[config.mk]
export PLATFORM = sky130hd
export DESIGN_NAME = fbfly_route_unit
export DESIGN_NICKNAME = d
export VERILOG_FILES = /design/src/rtl/fbfly_route_pkg.sv /design/src/rtl/fbfly_lfsr.sv /design/src/rtl/fbfly_mid_pick.sv /design/src/rtl/fbfly_dor_hop.sv /design/src/rtl/fbfly_route_unit.sv
export SDC_FILE = /design/constraint.sdc
export NUM_CORES = 1
export LEC_CHECK = 0
export BUFFER_PORTS_ARGS = -buffer_cell sky130_fd_sc_hd__buf_2
export CORE_MARGIN = 5
export CORE_UTILIZATION = 58
export CTS_BUF_LIST = sky130_fd_sc_hd__clkbuf_8
export DETAILED_ROUTE_END_ITERATION = 7
export HOLD_SLACK_MARGIN = 0.06
export PLACE_DENSITY = 0.83
export SLEW_MARGIN = 20
export SYNTH_ARGS = -nofsm -noshare
export SYNTH_HDL_FRONTEND = slang
export SYNTH_SLANG_ARGS = --single-unit
[constraint.sdc]
create_clock -name clk_i -period 9.9 [get_ports clk_i]
set_clock_uncertainty 0.2 [all_clocks]
set_input_delay 0.99 -clock clk_i [delete_from_list [all_inputs] [get_ports clk_i]]
set_output_delay 0.99 -clock clk_i [all_outputs]
set_load 0.05 [all_outputs]
[src/rtl/fbfly_route_pkg.sv]
package fbfly_route_pkg;
  typedef enum logic {
    VC_TO_MID = 1'b0,
    VC_TO_DST = 1'b1
  } vc_e;

  localparam logic [3:0] LFSR_TAPS_4 = 4'b1100;
  localparam logic [3:0] LFSR_SEED_4 = 4'b0001;
endpackage

[src/rtl/fbfly_lfsr.sv]
module fbfly_lfsr #(
  parameter int unsigned W = 4,
  parameter logic [W-1:0] TAPS = W'(4'b1100),
  parameter logic [W-1:0] SEED = W'(1)
) (
  input  logic         clk_i,
  input  logic         rst_ni,
  output logic [W-1:0] state_o
);
  logic [W-1:0] state_q;

  always_ff @(posedge clk_i or negedge rst_ni) begin
    if (!rst_ni) state_q <= SEED;
    else         state_q <= {state_q[W-2:0], ^(state_q & TAPS)};
  end

  assign state_o = state_q;

  // zero state would lock the generator
  p_lfsr_nonzero_r4: assert property (@(posedge clk_i) disable iff (!rst_ni)
    state_q != '0);
endmodule

[src/rtl/fbfly_mid_pick.sv]
module fbfly_mid_pick #(
  parameter int unsigned XW = 2,
  parameter int unsigned YW = 2,
  parameter int unsigned TRIES = 3,
  localparam int unsigned CW = XW + YW
) (
  input  logic [CW-1:0] rand_i,
  input  logic [XW-1:0] my_x_i,
  input  logic [YW-1:0] my_y_i,
  input  logic [XW-1:0] dst_x_i,
  input  logic [YW-1:0] dst_y_i,
  output logic [XW-1:0] mid_x_o,
  output logic [YW-1:0] mid_y_o
);
  logic [CW-1:0] cand [TRIES];
  logic [TRIES-1:0] ok;
  logic [CW-1:0] me, dst;

  assign me  = {my_y_i, my_x_i};
  assign dst = {dst_y_i, dst_x_i};

  // at most two values are excluded, so three consecutive candidates suffice
  for (genvar k = 0; k < TRIES; k++) begin : g_cand
    assign cand[k] = rand_i + CW'(k);
    assign ok[k]   = (cand[k] != me) && (cand[k] != dst);
  end

  always_comb begin
    logic [CW-1:0] sel;
    sel = cand[TRIES-1];
    for (int k = TRIES - 2; k >= 0; k--) begin
      if (ok[k]) sel = cand[k];
    end
    mid_x_o = sel[XW-1:0];
    mid_y_o = sel[CW-1:XW];
  end
endmodule

[src/rtl/fbfly_dor_hop.sv]
module fbfly_dor_hop #(
  parameter int unsigned CONC   = 4,
  parameter int unsigned GRID_X = 4,
  parameter int unsigned XW     = 2,
  parameter int unsigned YW     = 2,
  parameter int unsigned TW     = 2,
  parameter int unsigned PW     = 4
) (
  input  logic [XW-1:0] from_x_i,
  input  logic [YW-1:0] from_y_i,
  input  logic [XW-1:0] to_x_i,
  input  logic [YW-1:0] to_y_i,
  input  logic [TW-1:0] term_i,
  output logic [PW-1:0] port_o,
  output logic [1:0]    hops_o
);
  localparam int unsigned ROW_BASE = CONC;
  localparam int unsigned COL_BASE = CONC + GRID_X - 1;

  logic dx, dy;
  assign dx = (from_x_i != to_x_i);
  assign dy = (from_y_i != to_y_i);
  assign hops_o = {1'b0, dx} + {1'b0, dy};

  always_comb begin
    int p;
    if (dx) begin
      p = ROW_BASE + ((to_x_i < from_x_i) ? int'(to_x_i) : int'(to_x_i) - 1);
    end else if (dy) begin
      p = COL_BASE + ((to_y_i < from_y_i) ? int'(to_y_i) : int'(to_y_i) - 1);
    end else begin
      p = int'(term_i);
    end
    port_o = PW'(p);
  end
endmodule

[src/rtl/fbfly_route_unit.sv]
module fbfly_route_unit
  import fbfly_route_pkg::*;
#(
  parameter int unsigned CONC   = 4,
  parameter int unsigned GRID_X = 4,
  parameter int unsigned GRID_Y = 4,
  parameter int unsigned QW     = 6,
  localparam int unsigned XW    = $clog2(GRID_X),
  localparam int unsigned YW    = $clog2(GRID_Y),
  localparam int unsigned TW    = $clog2(CONC),
  localparam int unsigned NET   = GRID_X + GRID_Y - 2,
  localparam int unsigned RADIX = CONC + NET,
  localparam int unsigned PW    = $clog2(RADIX),
  localparam int unsigned CSTW  = QW + 3
) (
  input  logic             clk_i,
  input  logic             rst_ni,
  input  logic [XW-1:0]    my_x_i,
  input  logic [YW-1:0]    my_y_i,
  input  logic [NET*QW-1:0] occ_i,
  input  logic             req_valid_i,
  output logic             req_ready_o,
  input  logic             req_new_i,
  input  logic             req_vc_i,
  input  logic [XW-1:0]    req_mid_x_i,
  input  logic [YW-1:0]    req_mid_y_i,
  input  logic [XW-1:0]    req_dst_x_i,
  input  logic [YW-1:0]    req_dst_y_i,
  input  logic [TW-1:0]    req_dst_term_i,
  output logic             rsp_valid_o,
  input  logic             rsp_ready_i,
  output logic [PW-1:0]    rsp_port_o,
  output logic             rsp_vc_o,
  output logic             rsp_nonmin_o,
  output logic [XW-1:0]    rsp_mid_x_o,
  output logic [YW-1:0]    rsp_mid_y_o
);
  logic [XW+YW-1:0] rand_w;
  logic [XW-1:0]    pick_x, mid_x;
  logic [YW-1:0]    pick_y, mid_y;
  logic [PW-1:0]    port_min, port_mid, port_unused;
  logic [1:0]       hops_min, hops_mid, hops_m2d;
  logic             at_dst, at_mid, accept;

  fbfly_lfsr #(.W(XW + YW), .TAPS(LFSR_TAPS_4), .SEED(LFSR_SEED_4)) u_lfsr (
    .clk_i, .rst_ni, .state_o(rand_w)
  );

  fbfly_mid_pick #(.XW(XW), .YW(YW)) u_pick (
    .rand_i(rand_w), .my_x_i, .my_y_i,
    .dst_x_i(req_dst_x_i), .dst_y_i(req_dst_y_i),
    .mid_x_o(pick_x), .mid_y_o(pick_y)
  );

  assign mid_x = req_new_i ? pick_x : req_mid_x_i;
  assign mid_y = req_new_i ? pick_y : req_mid_y_i;

  fbfly_dor_hop #(.CONC(CONC), .GRID_X(GRID_X), .XW(XW), .YW(YW), .TW(TW), .PW(PW)) u_hop_min (
    .from_x_i(my_x_i), .from_y_i(my_y_i), .to_x_i(req_dst_x_i), .to_y_i(req_dst_y_i),
    .term_i(req_dst_term_i), .port_o(port_min), .hops_o(hops_min)
  );

  fbfly_dor_hop #(.CONC(CONC), .GRID_X(GRID_X), .XW(XW), .YW(YW), .TW(TW), .PW(PW)) u_hop_mid (
    .from_x_i(my_x_i), .from_y_i(my_y_i), .to_x_i(mid_x), .to_y_i(mid_y),
    .term_i(req_dst_term_i), .port_o(port_mid), .hops_o(hops_mid)
  );

  fbfly_dor_hop #(.CONC(CONC), .GRID_X(GRID_X), .XW(XW), .YW(YW), .TW(TW), .PW(PW)) u_hop_m2d (
    .from_x_i(mid_x), .from_y_i(mid_y), .to_x_i(req_dst_x_i), .to_y_i(req_dst_y_i),
    .term_i(req_dst_term_i), .port_o(port_unused), .hops_o(hops_m2d)
  );

  assign at_dst = (my_x_i == req_dst_x_i) && (my_y_i == req_dst_y_i);
  assign at_mid = (my_x_i == req_mid_x_i) && (my_y_i == req_mid_y_i);

  // occupancy of the first-hop port of each candidate path
  logic [QW-1:0] q_min, q_non;
  always_comb begin
    q_min = '0;
    q_non = '0;
    for (int k = 0; k < NET; k++) begin
      if (int'(port_min) == CONC + k) q_min = occ_i[k*QW +: QW];
      if (int'(port_mid) == CONC + k) q_non = occ_i[k*QW +: QW];
    end
  end

  logic [CSTW-1:0] cost_min, cost_non;
  logic [2:0]      h_non;
  logic            go_nonmin;
  assign h_non    = {1'b0, hops_mid} + {1'b0, hops_m2d};
  assign cost_min = CSTW'(q_min) * CSTW'(hops_min);
  assign cost_non = CSTW'(q_non) * CSTW'(h_non);
  assign go_nonmin = !at_dst && (cost_min > cost_non);

  logic [PW-1:0] nx_port;
  vc_e           nx_vc;
  logic          nx_nonmin;
  always_comb begin
    nx_port   = port_min;
    nx_vc     = VC_TO_DST;
    nx_nonmin = 1'b0;
    if (req_new_i) begin
      if (go_nonmin) begin
        nx_port   = port_mid;
        nx_vc     = VC_TO_MID;
        nx_nonmin = 1'b1;
      end
    end else if (req_vc_i == VC_TO_MID && !at_mid) begin
      nx_port   = port_mid;
      nx_vc     = VC_TO_MID;
      nx_nonmin = 1'b1;
    end
  end

  logic          rsp_valid_q, rsp_nonmin_q;
  logic [PW-1:0] rsp_port_q;
  vc_e           rsp_vc_q;
  logic [XW-1:0] rsp_mid_x_q;
  logic [YW-1:0] rsp_mid_y_q;

  assign req_ready_o = !rsp_valid_q || rsp_ready_i;
  assign accept      = req_valid_i && req_ready_o;

  always_ff @(posedge clk_i or negedge rst_ni) begin
    if (!rst_ni) begin
      rsp_valid_q  <= 1'b0;
      rsp_port_q   <= '0;
      rsp_vc_q     <= VC_TO_DST;
      rsp_nonmin_q <= 1'b0;
      rsp_mid_x_q  <= '0;
      rsp_mid_y_q  <= '0;
    end else if (accept) begin
      rsp_valid_q  <= 1'b1;
      rsp_port_q   <= nx_port;
      rsp_vc_q     <= nx_vc;
      rsp_nonmin_q <= nx_nonmin;
      rsp_mid_x_q  <= mid_x;
      rsp_mid_y_q  <= mid_y;
    end else if (rsp_ready_i) begin
      rsp_valid_q  <= 1'b0;
    end
  end

  assign rsp_valid_o  = rsp_valid_q;
  assign rsp_port_o   = rsp_port_q;
  assign rsp_vc_o     = rsp_vc_q;
  assign rsp_nonmin_o = rsp_nonmin_q;
  assign rsp_mid_x_o  = rsp_mid_x_q;
  assign rsp_mid_y_o  = rsp_mid_y_q;

  p_rsp_after_accept_r8: assert property (@(posedge clk_i) disable iff (!rst_ni)
    accept |=> rsp_valid_o);

  p_hold_under_stall_r9: assert property (@(posedge clk_i) disable iff (!rst_ni)
    (rsp_valid_o && !rsp_ready_i) |=> (rsp_valid_o && $stable(rsp_port_o) &&
      $stable(rsp_vc_o) && $stable(rsp_nonmin_o) && $stable(rsp_mid_x_o) && $stable(rsp_mid_y_o)));

  p_mid_excluded_r4: assert property (@(posedge clk_i) disable iff (!rst_ni)
    (accept && req_new_i) |-> ({pick_y, pick_x} != {my_y_i, my_x_i} &&
      {pick_y, pick_x} != {req_dst_y_i, req_dst_x_i}));

  p_local_eject_r7: assert property (@(posedge clk_i) disable iff (!rst_ni)
    (accept && req_new_i && at_dst) |=>
      (int'(rsp_port_o) < CONC && rsp_vc_o == VC_TO_DST && !rsp_nonmin_o));

  p_hop_bound_r2: assert property (@(posedge clk_i) disable iff (!rst_ni)
    accept |-> (hops_min <= 2'd2 && (at_dst == (hops_min == 2'd0))));
endmodule

==> results.py, run 1 <==
metrics = {
    "worst_hold_path": {
        "hold_path_depth": 0,
        "hold_start": "u_lfsr.state_o[0]",
        "hold_path_class": "reg -> reg",
    },
    "setup_path": {
        "crit_path_end": "rsp_port_o[3]",
        "r2r_start": "u_lfsr.state_o[2]",
        "setup.worst_path.start": "u_lfsr.state_o[2]",
        "crit_fanout": 10,
        "critPathMaxStageDelay_ps": 580,
        "critPathRequiredTime_ps": 9830,
        "cp.arrival_ps": 8670,
        "startpoint_type": "flop",
        "crit_path_end_kind": "flop",
        "r2r_setup_slack_ps": 1160,
        "reg2reg_to": "rsp_port_o[3]",
        "cp_common_cell": "ha_1",
        "worstSetupPathType": "reg -> reg",
        "cpMaxStageDelayCell": "dfrtp_1",
        "r2r_cells": 35,
    },
    "pwr": {
        "powerDensity_nw_per_um2": 163,
        "peakVddDrop_mv": 0.120,
        "p_leak_nw": 1.96,
        "total_power_mw": 0.635,
    },
    "sta": {
        "drv_slew": 0,
        "worst_slew_pin_slew_ps": 887,
        "holdWs_ps": 271,
        "fin_crit_ps": 8740,
        "finalCritPeriodShare": 0.883,
        "fin_setup_tns_ps": 0,
        "setup_slack_ps": 1160,
        "rsz0062_at_grt": "no",
        "clock.fmax_ghz": 0.114,
        "timing.final.hold_violations": 0,
        "setup_viol": 0,
        "slew_headroom": 0.404,
    },
    "place": {
        "port_buffers": 67,
        "hpwlAfterDp_mm": 8.23,
        "placed_area_um2": 3860,
        "dp_slack_ps": 1080,
        "globalplace.congestion": 0.935,
    },
    "detailed_routing": {
        "wire_per_inst_um": 16.8,
        "first_pass_iters": 5,
        "drtIter0Drc": 317,
        "wl_mm": 9.72,
        "antenna_left": 0,
        "vias": 3601,
        "drcViolationCount": 0,
        "viasPerCell": 6.24,
    },
    "synthesis": {
        "yosysWarnings": 0,
        "synth_mux_area_frac": 0.104,
        "yosysMostFrequentCell": "nand2_1",
        "netlist.area_leader.share": 0.148,
        "synth_top_cell_by_area": "ha_1",
        "yosysSeqAreaShare": 0.109,
        "ys.flop_type": "dfrtp_1",
        "synth_compound_area_frac": 0.235,
        "synthArstFlopShare": 1.00,
        "synth_top_family_by_area": "compound AO/OA/AOI/OAI gates",
        "ys_ff_latch": 15,
        "syn_inst": 438,
        "synth-xor-area-share": 0.0982,
        "synth_fa_ha_area_frac": 0.188,
        "synth_simple_gate_area_share": 0.209,
        "synth_area_per_cell_um2": 7.91,
        "netlist_area_um2": 3470,
        "synth_cell_types": 64,
        "synth_area_leaders": "ha_1 (15%), dfrtp_1 (9.4%), nand2_1 (6.3%)",
        "syn_nets": 542,
        "synth_edf_count": 0,
        "synth_common_cells": "nand2_1 (58), ha_1 (41), inv_1 (39)",
    },
    "floorplan": {
        "ios": 68,
        "coreArea_um2": 5850,
        "initial_core_util": 0.592,
        "core.rowCount": 28,
        "die_area_um2": 7620,
        "die_h_um": 87.3,
        "dieWidth_um": 87.3,
    },
    "clock_tree": {
        "cts_buffer_depth": 2,
        "clk_pin_slew_ps": 60,
        "insertion_delay_ps": 250,
        "clock-sinks": 15,
        "numCtsBuffers": 3,
        "ctsHoldBuffers": 0,
        "cts_resized": 0,
        "cts_root_buffer": "clkbuf_8",
        "htreeDepth": 1,
        "cts_setup_buffers": 0,
        "cts_tree": "built",
    },
    "finish": {
        "stdcell_area_um2": 3910,
        "nFillCells": 519,
        "area_growth_pct": 12.7,
        "drive_gt1_frac": 0.195,
        "seq_area_um2": 378,
        "nets": 607,
        "multi_input_area_um2": 2890,
        "antennaDiodeCount": 0,
    },
    "global_routing": {
        "grt_pass1_wl_mm": 16.1,
        "grtUsageTotal": 0.261,
        "grt_max_degree": 18,
        "grt_pass1_vias": 3391,
        "grt_overflow": 0,
        "antenna_found_initial": 0,
    },
    "run": {
        "maxCapViolCount": 0,
    },
    "outcome": {
        "outcome": "complete, no violations",
    },
}
metal layers:
layer,wire [µm],part of all wire,GRT usage
met5,0,0,0
met2,4280,0.44,0.411
met1,4420,0.45,0.382
met4,84,0.0086,0.0446
met3,935,0.096,0.0360
registers in the layout (all words and copies together) (netlist names):
register        cells
rsp_port_o          4
u_lfsr.state_o      4
rsp_mid_x_o         2
rsp_mid_y_o         2
rsp_nonmin_o        1
rsp_valid_o         1
rsp_vc_o            1
critical path, delay by kind of cell (launching register included):
family	cells	cell delay, ps
AOI/OAI and AO/OA	13	3170
xor gates and xnor gates	2	350
adders and majority gates	6	1930
buffers and inverters	2	260
DFF	1	580
muxes	3	860
and+or+nand+nor	9	1280
stage by stage:
stage,utilization,cells
3_3_place_gp,0.659,573
5_1_grt,0.667,577
2_1_floorplan,-,438
6_report,0.667,577
3_5_place_dp,0.659,573
4_1_cts,0.667,577
how the worst min path moves through the flow:
stage	end	slack (ps)
floorplan	u_lfsr.state_o[3]	200
finish	u_lfsr.state_o[1]	270
CTS	u_lfsr.state_o[1]	270
global route	u_lfsr.state_o[1]	290
global placement	rsp_mid_x_o[1]	260
detailed placement	u_lfsr.state_o[1]	260
where the power goes:
| part | internal [mW] | switching [mW] | total (mW) |
|---|---|---|---|
| combinational | 0.204 | 0.301 | 0.505 |
| clock | 0.0282 | 0.0212 | 0.0495 |
| sequential | 0.0746 | 0.00597 | 0.0805 |
| total | 0.307 | 0.328 | 0.635 |
layout by cell type (no fill, tap or decap), types with 13 or more instances in the layout:
master   instances
nor2b_1         18
o21ai_0         18
nor2_1          15
ha_1            41
buf_2           67
dfrtp_1         13
mux2i_1         21
nand2_1         58
inv_1           39
a21oi_1         22
xnor2_1         19
cells by family after synthesis:
group / Yosys count
flops: 15
buf+inv: 48
compound gates: 117
fa+ha+maj: 48
mux: 31
simple gates: 145
xor+xnor: 34
area by class of cell:
cell class | instances | area share
Sequential cell | 15 | 0.0968
Timing Repair Buffer | 68 | 0.0878
Tap cell | 75 | 0.0240
Clock buffer | 3 | 0.0106
Clock inverter | 1 | 0.00192
Multi-Input combinational cell | 375 | 0.740
Inverter | 40 | 0.0384
No activity file was read; power rests on OpenSTA's default activity.
==> run 2, diff against run 1 <==
Settings changed: CELL_PAD_IN_SITES_DETAIL_PLACEMENT from default to 2, CELL_PAD_IN_SITES_GLOBAL_PLACEMENT from default to 2, CORE_UTILIZATION 58 to 34, PLACE_DENSITY 0.83 to default, PLACE_DENSITY_LB_ADDON from default to 0.1.
==> run 2 against run 1 <==
Compared with the run above:
- die area grew 62%
- core utilization shrank 26 points
- sequential share of layout area fell by 0.17 points
- global-route usage down 5.3 points
- critical endpoint is now rsp_port_o[0]
- worst hold slack better by 10 ps
- clock-buffer cell count unchanged
- flip-flop and latch count unchanged
- combinational power rose by 4.6%
==> results.py, run 2 (synthesis results as in run 1) <==
metrics = {
    "floorplan": {
        "ios": 68,
        "die_area_um2": 12300,
        "core.rowCount": 36,
        "dieWidth_um": 111,
        "initial_core_util": 0.351,
        "coreArea_um2": 9860,
        "die_h_um": 111,
    },
    "setup_path": {
        "r2r_setup_slack_ps": 880,
        "cp.arrival_ps": 8940,
        "critPathRequiredTime_ps": 9830,
        "worstSetupPathType": "reg -> reg",
        "crit_path_end_kind": "flop",
        "crit_fanout": 10,
        "cpMaxStageDelayCell": "dfrtp_1",
        "startpoint_type": "flop",
        "cp_common_cell": "ha_1",
        "critPathMaxStageDelay_ps": 590,
    },
    "pwr": {
        "powerDensity_nw_per_um2": 165,
        "swShare": 0.530,
        "seq_power_share": 0.123,
        "peakVddDrop_mv": 0.0757,
        "clockPowerShare": 0.073,
        "power_switching_mw": 0.348,
        "p_int_mw": 0.309,
        "p_leak_nw": 1.97,
        "p_comb_frac": 0.805,
    },
    "finish": {
        "stdcell_area_um2": 3980,
        "area_growth_pct": 14.7,
        "drive_gt1_frac": 0.195,
        "seq_area_um2": 378,
        "layout_common_cells": "buf_2 (67), nand2_1 (58), ha_1 (41)",
        "nets": 607,
        "antennaDiodeCount": 0,
        "multi_input_area_um2": 2890,
        "final_common_cell": "buf_2",
        "nFillCells": 1196,
    },
    "clock_tree": {
        "cts_resized": 0,
        "cts_setup_buffers": 0,
        "insertion_delay_ps": 240,
        "cts_root_buffer": "clkbuf_8",
        "clock-sinks": 15,
        "cts_buffer_depth": 2,
        "cts_tree": "built",
        "htreeDepth": 1,
        "ctsHoldBuffers": 0,
        "clk_pin_slew_ps": 60,
        "numCtsBuffers": 3,
    },
    "place": {
        "globalplace.congestion": 0.839,
        "hpwlAfterDp_mm": 11.1,
        "placed_area_um2": 3930,
        "port_buffers": 67,
    },
    "global_routing": {
        "antenna_found_initial": 0,
        "grt_pass1_wl_mm": 21.2,
        "grt_pass1_vias": 4105,
        "grtUsageTotal": 0.208,
        "grt_overflow": 0,
        "grt_max_degree": 18,
    },
    "detailed_routing": {
        "wire_per_inst_um": 20.0,
        "vias": 3549,
        "antenna_left": 0,
        "viasPerCell": 5.59,
        "wl_mm": 12.7,
        "first_pass_iters": 4,
        "drtIter0Drc": 131,
        "drcViolationCount": 0,
    },
    "sta": {
        "fin_setup_tns_ps": 0,
        "finalCritPeriodShare": 0.911,
        "timing.final.hold_violations": 0,
        "drv_slew": 0,
        "slew_headroom": 0.454,
        "setup_viol": 0,
        "clock.fmax_ghz": 0.111,
        "fin_crit_ps": 9020,
        "rsz0062_at_grt": "no",
        "worst_slew_pin_slew_ps": 813,
    },
    "worst_hold_path": {
        "hold_path_class": "reg -> reg",
    },
    "run": {
        "maxCapViolCount": 0,
    },
    "outcome": {
        "outcome": "complete, no violations",
    },
}
-- run 2: cell type report --
| cell class | instances | share of cell area |
|---|---|---|
| multi-input combinational | 375 | 0.727 |
| sequential | 15 | 0.0951 |
| timing repair buffer | 68 | 0.0862 |
| tap | 133 | 0.0419 |
| inverter | 40 | 0.0378 |
| clock buffer | 3 | 0.0104 |
| clock inverter | 1 | 0.00126 |
-- run 2: through the flow --
step,utilization,setup slack (ps),std cells,power [mW],hold slack (ps)
2_1_floorplan,-,2040,438,0.464,198
3_3_place_gp,0.398,965,631,0.588,259
3_5_place_dp,0.398,680,631,0.612,275
4_1_cts,0.403,841,635,0.665,288
5_1_grt,0.403,167,635,0.725,296
6_report,0.403,884,635,0.657,281
-- run 2: routing by layer --
layer  vias up  track usage  part of all wire
met4         0       0.0222            0.0052
met2        76        0.358              0.46
met3         8       0.0153             0.035
met5         -            0                 0
met1      1746        0.294              0.50
li1       1719            -                 -
-- run 2: path summary, 6_finish.rpt --
kind                                    from                end  depth (start not counted)
min                        u_lfsr.state_o[0]  u_lfsr.state_o[1]                          0
max reg2reg                u_lfsr.state_o[2]      rsp_port_o[0]                         35
max in group asynchronous             rst_ni           rsp_vc_o                          1
max                        u_lfsr.state_o[2]      rsp_port_o[0]                         35
min reg2reg                u_lfsr.state_o[0]  u_lfsr.state_o[1]                          0
min in group asynchronous             rst_ni     rsp_mid_x_o[1]                          1
-- run 2: power groups by stage --
stage / clock (mW) / sequential [mW] / combinational (mW)
after CTS: 0.0503 / 0.0811 / 0.534
final: 0.0478 / 0.0806 / 0.528
after global routing: 0.0523 / 0.0827 / 0.590
after global placement: 0 / 0.0810 / 0.507
after detailed placement: 0 / 0.0822 / 0.529
after floorplan: 0 / 0.124 / 0.340
-- run 2: worst max-delay path, delay by kind of cell, from the launching register on --
family                     cells  cell delay [ps]
buffers and inverters          2              260
muxes                          3              820
and+or+nand+nor                9             1340
adders and majority gates      6             1960
xor gates and xnor gates       2              340
AOI/OAI and AO/OA             13             3390
DFF                            1              590
